### config.mk
export PLATFORM = sky130hd
export DESIGN_NAME = zc_scan_mult
export DESIGN_NICKNAME = d
export VERILOG_FILES = /design/src/rtl/zc_scan_pkg.sv /design/src/rtl/zc_edge_sync.sv /design/src/rtl/zc_period_div.sv /design/src/rtl/zc_tick_gen.sv /design/src/rtl/zc_scan_mult.sv
export SDC_FILE = /design/constraint.sdc
export NUM_CORES = 1
export LEC_CHECK = 0
export BUFFER_PORTS_ARGS = -buffer_cell sky130_fd_sc_hd__buf_2
export CORE_MARGIN = 3
export CORE_UTILIZATION = 50
export CTS_BUF_LIST = sky130_fd_sc_hd__clkbuf_4
export CTS_CLUSTER_DIAMETER = 30
export DETAILED_ROUTE_END_ITERATION = 8
export PLACE_DENSITY = 0.7
export RECOVER_POWER = 25
export SLEW_MARGIN = 20
export SYNTH_ARGS = -nofsm -noshare
export SYNTH_HDL_FRONTEND = slang
export SYNTH_SLANG_ARGS = --single-unit
### constraint.sdc
create_clock -name clk -period 4.35 [get_ports clk]
set_input_delay 0.6525 -clock clk [delete_from_list [all_inputs] [get_ports clk]]
set_output_delay 0.6525 -clock clk [all_outputs]
set_load 0.1 [all_outputs]
### src/rtl/zc_scan_pkg.sv
package zc_scan_pkg;

    parameter int unsigned ZC_CNT_W_DEF = 20;
    parameter int unsigned ZC_SLOTS_DEF = 36;

    typedef enum logic [1:0] {
        TG_IDLE = 2'd0,
        TG_RUN  = 2'd1,
        TG_HOLD = 2'd2
    } tg_state_e;

endpackage

### src/rtl/zc_edge_sync.sv
module zc_edge_sync (
    input  logic clk,
    input  logic rst,
    input  logic zc_raw_i,
    output logic zc_edge_o
);

    typedef struct packed {
        logic s1;
        logic s2;
        logic s3;
    } sync_t;

    sync_t r_q, r_d;

    always_comb begin
        r_d    = r_q;
        r_d.s1 = zc_raw_i;
        r_d.s2 = r_q.s1;
        r_d.s3 = r_q.s2;
    end

    always_ff @(posedge clk) begin
        if (rst) begin
            r_q <= '0;
        end else begin
            r_q <= r_d;
        end
    end

    assign zc_edge_o = r_q.s2 & ~r_q.s3;

endmodule

### src/rtl/zc_period_div.sv
module zc_period_div #(
    parameter int unsigned CNT_W = 20,
    parameter int unsigned SLOTS = 36,
    localparam int unsigned RW   = $clog2(SLOTS)
) (
    input  logic             clk,
    input  logic             rst,
    input  logic             edge_i,
    output logic             meas_ok_o,
    output logic [CNT_W-1:0] quo_o,
    output logic [RW-1:0]    rem_o,
    output logic             valid_o
);

    localparam logic [CNT_W-1:0] CNT_MAX  = '1;
    localparam logic [RW-1:0]    REM_LAST = RW'(SLOTS - 1);

    typedef struct packed {
        logic [CNT_W-1:0] cnt;
        logic [CNT_W-1:0] quo;
        logic [RW-1:0]    rem;
        logic             seen;
        logic             valid;
    } meas_t;

    meas_t m_q, m_d;

    always_comb begin
        m_d = m_q;
        if (edge_i) begin
            // the edge cycle itself is clock number one of the new period
            m_d.cnt   = CNT_W'(1);
            m_d.quo   = '0;
            m_d.rem   = RW'(1);
            m_d.seen  = 1'b1;
            m_d.valid = m_q.valid | m_q.seen;
        end else if (m_q.cnt != CNT_MAX) begin
            m_d.cnt = m_q.cnt + 1'b1;
            if (m_q.rem == REM_LAST) begin
                m_d.rem = '0;
                m_d.quo = m_q.quo + 1'b1;
            end else begin
                m_d.rem = m_q.rem + 1'b1;
            end
        end
    end

    always_ff @(posedge clk) begin
        if (rst) begin
            m_q <= '0;
        end else begin
            m_q <= m_d;
        end
    end

    assign meas_ok_o = m_q.seen;
    assign quo_o     = m_q.quo;
    assign rem_o     = m_q.rem;
    assign valid_o   = m_q.valid;

endmodule

### src/rtl/zc_tick_gen.sv
module zc_tick_gen
    import zc_scan_pkg::*;
#(
    parameter int unsigned CNT_W = 20,
    parameter int unsigned SLOTS = 36,
    localparam int unsigned RW   = $clog2(SLOTS),
    localparam int unsigned SW   = $clog2(SLOTS + 1)
) (
    input  logic             clk,
    input  logic             rst,
    input  logic             edge_i,
    input  logic             meas_ok_i,
    input  logic [CNT_W-1:0] quo_i,
    input  logic [RW-1:0]    rem_i,
    output logic             tick_o
);

    localparam logic [CNT_W-1:0] POS_MAX  = '1;
    localparam logic [SW-1:0]    NT_LAST  = SW'(SLOTS);
    localparam logic [RW:0]      FRAC_LIM = (RW+1)'(SLOTS);

    typedef struct packed {
        tg_state_e        st;
        logic [CNT_W-1:0] pos;
        logic [CNT_W-1:0] tgt;
        logic [CNT_W-1:0] intv;
        logic [RW-1:0]    frac;
        logic [RW-1:0]    srem;
        logic [SW-1:0]    nt;
        logic             tick;
    } tg_t;

    tg_t t_q, t_d;
    logic [RW:0] fsum;
    logic        short_p;

    always_comb begin
        t_d      = t_q;
        t_d.tick = 1'b0;
        fsum     = {1'b0, t_q.frac} + {1'b0, t_q.srem};
        short_p  = (quo_i == '0);
        if (edge_i) begin
            if (meas_ok_i) begin
                // slot 0 sits on the edge; spacing clamps to one clock when short
                t_d.intv = short_p ? CNT_W'(1) : quo_i;
                t_d.srem = short_p ? '0 : rem_i;
                t_d.tgt  = short_p ? CNT_W'(1) : quo_i;
                t_d.frac = short_p ? '0 : rem_i;
                t_d.pos  = CNT_W'(1);
                t_d.nt   = SW'(1);
                t_d.tick = 1'b1;
                t_d.st   = (SW'(1) == NT_LAST) ? TG_HOLD : TG_RUN;
            end else begin
                t_d.st = TG_IDLE;
            end
        end else if (t_q.st == TG_RUN) begin
            t_d.pos = (t_q.pos == POS_MAX) ? t_q.pos : t_q.pos + 1'b1;
            if (t_q.pos == t_q.tgt) begin
                t_d.tick = 1'b1;
                t_d.nt   = t_q.nt + 1'b1;
                if (fsum >= FRAC_LIM) begin
                    t_d.frac = RW'(fsum - FRAC_LIM);
                    t_d.tgt  = t_q.tgt + t_q.intv + 1'b1;
                end else begin
                    t_d.frac = RW'(fsum);
                    t_d.tgt  = t_q.tgt + t_q.intv;
                end
                if (t_d.nt == NT_LAST) begin
                    t_d.st = TG_HOLD;
                end
            end
        end
    end

    always_ff @(posedge clk) begin
        if (rst) begin
            t_q <= '{st: TG_IDLE, default: '0};
        end else begin
            t_q <= t_d;
        end
    end

    assign tick_o = t_q.tick;

endmodule

### src/rtl/zc_scan_mult.sv
module zc_scan_mult #(
    parameter int unsigned CNT_W = zc_scan_pkg::ZC_CNT_W_DEF,
    parameter int unsigned SLOTS = zc_scan_pkg::ZC_SLOTS_DEF
) (
    input  logic clk,
    input  logic rst,
    input  logic zc_raw,
    output logic scan_tick,
    output logic zc_edge,
    output logic period_valid
);

    localparam int unsigned RW = $clog2(SLOTS);

    logic             edge_w;
    logic             meas_ok_w;
    logic [CNT_W-1:0] quo_w;
    logic [RW-1:0]    rem_w;

    zc_edge_sync u_sync (
        .clk       (clk),
        .rst       (rst),
        .zc_raw_i  (zc_raw),
        .zc_edge_o (edge_w)
    );

    zc_period_div #(
        .CNT_W (CNT_W),
        .SLOTS (SLOTS)
    ) u_div (
        .clk       (clk),
        .rst       (rst),
        .edge_i    (edge_w),
        .meas_ok_o (meas_ok_w),
        .quo_o     (quo_w),
        .rem_o     (rem_w),
        .valid_o   (period_valid)
    );

    zc_tick_gen #(
        .CNT_W (CNT_W),
        .SLOTS (SLOTS)
    ) u_tick (
        .clk       (clk),
        .rst       (rst),
        .edge_i    (edge_w),
        .meas_ok_i (meas_ok_w),
        .quo_i     (quo_w),
        .rem_i     (rem_w),
        .tick_o    (scan_tick)
    );

    assign zc_edge = edge_w;

endmodule

# ---- Word-level counts from Yosys, hierarchy flattened
# Index checks and enable logic that the tools add are counted.
dict set report totals {
  register_bits 132
  latch_bits 0
  ramBits 0
  rom_bits 0
  input_bits 3
  wordCells 72
  mem_count 0
}
dict set report classes {
  n_addsub 9
  multipliers 0
  n_div 0
  order_cmp 1
  n_eq_ne 8
  shifts 0
  muxes 22
  n_bitwise 3
  n_reduce_logical 11
}
# cell count
set ops {}
lappend ops {{2-to-1 mux 20 bit} 5}
lappend ops {{2-to-1 mux 42 bit} 2}
lappend ops {{adder 20 x 1 -> 20 bit (second input constant)} 4}
lappend ops {{2-to-1 mux 79 bit} 1}
lappend ops {{2-to-1 mux 27 bit} 2}
lappend ops {{2-to-1 mux 6 bit} 6}
lappend ops {{2-to-1 mux 7 bit} 3}
lappend ops {{adder 20 bit} 1}
lappend ops {{== test 20 bit} 1}
lappend ops {{== test 20 bit (second input constant)} 1}
lappend ops {{logical NOT 20 bit} 1}
lappend ops {{!= test 20 bit (second input constant)} 1}
lappend ops {{adder 6 x 1 -> 6 bit (second input constant)} 2}
lappend ops {{== test 6 bit (second input constant)} 2}
lappend ops {{AND reduction 3 bit} 3}
lappend ops {{nonzero test 2 bit} 4}
lappend ops {{adder 6 x 6 -> 7 bit} 1}
lappend ops {{>= comparator 7 x 6 -> 1 bit (second input constant)} 1}
lappend ops {{subtractor 6 bit (second input constant)} 1}
lappend ops {{2-to-1 mux 2 bit} 2}
lappend ops {{AND reduction 2 bit} 2}
lappend ops {{== test 2 x 1 -> 1 bit (second input constant)} 1}
lappend ops {{!= test 2 x 1 -> 1 bit (second input constant)} 1}
lappend ops {{!= test 2 bit (second input constant)} 1}
lappend ops {{other kinds (5)} 5}

# ---- Depth between registers and ports, before layout
dict set report depth {
  word_depth 6
  depth_mapped 14
  depth_no_buf 13
}

# ---- By module
# Synthesis repeated with hierarchy kept, for this count alone.
dict set report unflattened {
  cells_unflattened 1008
  area_unflattened_um2 8197.9
}
# mod instances cells_per_inst area_each_um2 seq_area_each_um2
set modules_own_cells {}
lappend modules_own_cells {zc_tick_gen 1 700 5490.3 1621.6}
lappend modules_own_cells {zc_period_div 1 301 2620.0 960.9}
lappend modules_own_cells {zc_edge_sync 1 7 87.6 60.1}

# ---- Worst setup path after synthesis
# No wires, ideal clock.
dict set report synth_path {
  path_type {register to register}
  startpoint {register u_tick.t_q[39] (netlist bit)}
  endpoint {register u_tick.t_q[55] (netlist bit)}
  arrival_ns 3.189
  required_ns 4.226
  slack_ns 1.038
  path_stages_with_launch 13
  path_buffers 0
  period_less_slack_ns 3.312
  path_cell_list {dfxtp_1 > ha_1 > inv_1 > fa_1 > nand2b_1 > a21o_2 > a21o_1 > a21o_1 > mux4_2 > or4b_1 > or3_1 > xnor2_1 > o22ai_1}
}
dict set report synth_via {
  elab_chain_cells 6
  word_cells_on_any_way 9
  classes_between {add/sub (2); eq/ne (1); mux (4); reduce/logical (2)}
}
# item line_no
set synth_lines {}
lappend synth_lines {{start: declaration} zc_tick_gen.sv:33} ;# tg_t t_q, t_d;
lappend synth_lines {{start signal: assignment} zc_tick_gen.sv:79} ;# t_q <= t_d;
lappend synth_lines {{adder 20 bit} {zc_tick_gen.sv:63, zc_tick_gen.sv:66}}
lappend synth_lines {{adder 20 x 1 -> 20 bit} zc_tick_gen.sv:63} ;# t_d.tgt = t_q.tgt + t_q.intv + 1'b1;
lappend synth_lines {{2-to-1 mux 20 bit} zc_tick_gen.sv:61} ;# if (fsum >= FRAC_LIM) begin
lappend synth_lines {{2-to-1 mux 20 bit} zc_tick_gen.sv:58} ;# if (t_q.pos == t_q.tgt) begin
lappend synth_lines {{2-to-1 mux 42 bit} zc_tick_gen.sv:56} ;# end else if (t_q.st == TG_RUN) begin
lappend synth_lines {{2-to-1 mux 42 bit} zc_tick_gen.sv:42} ;# if (edge_i) begin
# Several ways; a longest one is shown, not always the timed one. The select of a mux whose other input is x is not followed.
# A chain may end at the register's enable or synchronous reset.

# ---- Worst setup path after layout
# Ends and elaborated chain as after synthesis.

==> flow_metrics.py <==
metrics = {
    "synth": {
        "synth_cell_types": 70,
        "yosys-top-cells-area": "dfxtp_1 35%, xnor2_1 6.2%, nand2_1 6.0%",
        "synth_ff_type": "dfxtp_1",
        "yosysTopAreaCell": "dfxtp_1",
        "synthCells": 920,
        "synthArstFlopShare_pct": 0,
        "syn_avg_cell_area_um2": 8.137,
        "synth_warnings": 0,
        "synth_top_area_share_pct": 35.30,
        "ys_ff_latch": 132,
        "synth.cell_area_um2": 7486,
        "synth-seq-area-share_pct": 35.30,
        "synth-edff-count": 0,
        "syn_nets": 959,
    },
    "worst_setup_path": {
        "cp.arrival_ns": 4.04,
        "slowest_delay_ns": 0.57,
        "path_max_fanout": 9,
        "crit-reg2reg-launch": "u_tick.t_q[39]",
        "crit_path_end_kind": "flip-flop",
        "startpoint_type": "flip-flop",
        "crit_buf_inv": 1,
        "startpoint": "u_tick.t_q[39]",
        "path_cells": "ha_1 -> inv_1 -> fa_1 -> nand2b_1 -> a2111oi_0 -> a311oi_1 -> and4b_1 -> nand3_2 -> or4b_1 -> or3_1 -> xnor2_1 -> o22ai_1",
        "crit_required_ns": 4.79,
        "path_delay_family": "simple AND/OR/NAND/NOR gates",
        "worst_path_max_delay_cell": "or4b_1",
        "crit_type": "reg -> reg",
    },
    "timing": {
        "period_share_pct": 82.96,
        "setup_viol": 0,
        "fmax_mhz": 277.1,
        "final_max_slew_viol_count": 0,
        "rsz0062_at_grt": "false",
        "finClkSkew_ns": 0.01870,
        "hold_viol": 0,
        "setup_tns_ns": 0,
        "tightest_slew_ns": 1.345,
        "setup_ws_ns": 0.7412,
        "maxSlewHeadroom_pct": 10.35,
        "post-route-min-period_ns": 3.609,
    },
    "floorplanning": {
        "core_um2": 14590,
        "core.rowCount": 44,
        "ios": 6,
        "die_y_um": 128.4,
        "start_util_pct": 51.31,
        "die-area_um2": 16480,
        "fp.dieW_um": 128.4,
    },
    "routing": {
        "ant_nets": 0,
        "met1Wirelength_um": 8366,
        "firstDrtPassIters": 5,
        "vias": 6484,
        "wl_met2_um": 8326,
        "avgViaCountPerCell": 5.784,
        "dr_wl_met3_um": 788,
        "top_layer_used": "met4",
        "drtIter0Drc": 372,
        "drcViolationCount": 0,
        "wl_per_cell_um": 15.96,
        "routed_wl_um": 17890,
    },
    "final_layout": {
        "area.growth.synth_to_final_pct": 7.287,
        "n_fill_cell": 1397,
        "final_common_cell": "dfxtp_1",
        "most-common-layout-cells": "132 x dfxtp_1, 119 x nand2_1, 97 x nor2_1, 64 x a21oi_1, 53 x xnor2_1",
        "drive_above_1_share_pct": 6.203,
        "fin_nets": 961,
    },
    "global_routing": {
        "antenna_found_initial": 1,
        "grt_pass1_wl_um": 29550,
        "grt.total_usage_pct": 22.36,
        "grt_overflow_total": 0,
        "grt_pass1_vias": 6030,
        "grt_max_degree": 30,
    },
    "clock_tree": {
        "hold_buffers": 0,
        "clock-sinks": 132,
        "postCtsResizedCells": 0,
        "cts_tree": "built",
        "cts_buffer_depth": 2,
        "h-tree-depth": 4,
        "insertion_delay_ns": 0.57,
        "clk_pin_slew_worst_paths_ns": 0.12,
        "root_buffer": "clkbuf_4",
        "cts_setup_buffers": 0,
        "cts_made_buffers": 17,
    },
    "place": {
        "hpwl_um": 13070,
        "pre_cts_slack_ns": 0.8445,
        "gp_congestion": 0.8977,
        "io_buffer_count": 5,
    },
    "power_and_ir_drop": {
        "power_frac_seq_pct": 53.4,
        "p_sw_share_pct": 23.68,
        "p_int_mw": 1.749,
        "power_leakage_nw": 2.997,
        "max-vdd-ir-drop_v": 0.0002915,
        "p_sw_mw": 0.5425,
        "combPwrFrac_pct": 2.5,
        "powerDensity_nw_per_um2": 285.3,
        "p_clk_share_pct": 44.1,
    },
    "status": {
        "status": "finished clean",
    },
    "worst_hold_path": {
        "hp-start": "zc_raw",
        "hold_class": "in -> reg",
    },
    "flow_run": {
        "max-cap-violations": 0,
    },
}
[area by class of cell]
type / count / area [µm²] / area share (%)
antenna: 2 / 5.005 / 0.06232
clock buffer: 17 / 127.6 / 1.589
clock inverter: 15 / 226.5 / 2.820
inverter: 25 / 93.84 / 1.168
multi-input combinational: 731 / 4617 / 57.49
sequential: 132 / 2643 / 32.90
tap: 184 / 230.2 / 2.866
timing repair buffer: 15 / 88.84 / 1.106
[metal layers]
metal / vias up / GRT usage, %
met5: - / 0
met4: 0 / 7.678
met3: 30 / 5.064
met2: 137 / 36.19
met1: 3032 / 29.51
li1: 3285 / -
[state kept, by name (all words and copies together) (netlist names)]
signal           count
u_div.m_q           20
u_div.meas_ok_o      1
u_div.quo_o         20
u_div.rem_o          6
u_div.valid_o        1
u_sync.r_d           2
u_sync.r_q           1
u_tick.t_q          80
u_tick.tick_o        1
[power by group through the flow]
stage	registers [mW]	clock network (mW)	logic, mW
3_5_place_dp	1.25	0	0.0580
5_1_grt	1.22	1.09	0.0656
2_1_floorplan	1.25	0	0.0421
4_1_cts	1.22	1.03	0.0589
6_report	1.22	1.01	0.0584
3_3_place_gp	1.25	0	0.0576
[cell usage after synthesis, types with 7 or more instances]
cell type	instances
a31oi_1	23
o21a_1	7
and3_1	20
xor2_1	47
dfxtp_1	132
nand4_1	21
nor3_1	12
and2_1	8
a21oi_1	64
or3_1	19
mux2i_1	7
clkbuf_1	24
nand2_1	119
nor2b_1	11
and4_1	7
o21ai_0	35
xnor2_1	53
nor4_1	12
nand3_1	31
nor2_1	99
inv_1	25
ha_1	34
[path summary, 6_finish.rpt]
path                          to  slack [ns]  depth (start not counted)
hold / removal     u_sync.r_d[1]        0.31                          2
setup reg to reg  u_tick.t_q[55]        0.74                         12
setup / recovery  u_tick.t_q[55]        0.74                         12
hold reg to reg    u_sync.r_d[0]        0.47                          1
[stage by stage]
step	util, %	power, mW	std cells	hold WS [ns]	instance area (µm²)
floorplan	-	1.292	920	0.4138	7486
global placement	52.67	1.307	1087	0.4449	7684
detailed placement	52.67	1.308	1087	0.4437	7684
CTS	55.09	2.311	1119	0.2790	8038
global route	55.05	2.379	1121	0.2672	8031
finish	55.05	2.291	1121	0.3102	8031
[kinds of logic (layout without fill, tap and decap cells)]
| family | count (synthesis) | after routing | synth area share, % |
|---|---|---|---|
| compound gates | 198 | 198 | 17.00 |
| xor+xnor | 100 | 100 | 11.70 |
| fa+ha+maj | 36 | 36 | 6.218 |
| buf+inv | 57 | 72 | 3.092 |
| flops | 132 | 132 | 35.30 |
| mux | 8 | 8 | 1.237 |
| other cells | 0 | 2 | 0 |
| simple gates | 389 | 389 | 25.46 |
Note: power is estimated with default switching activity, not from simulation.
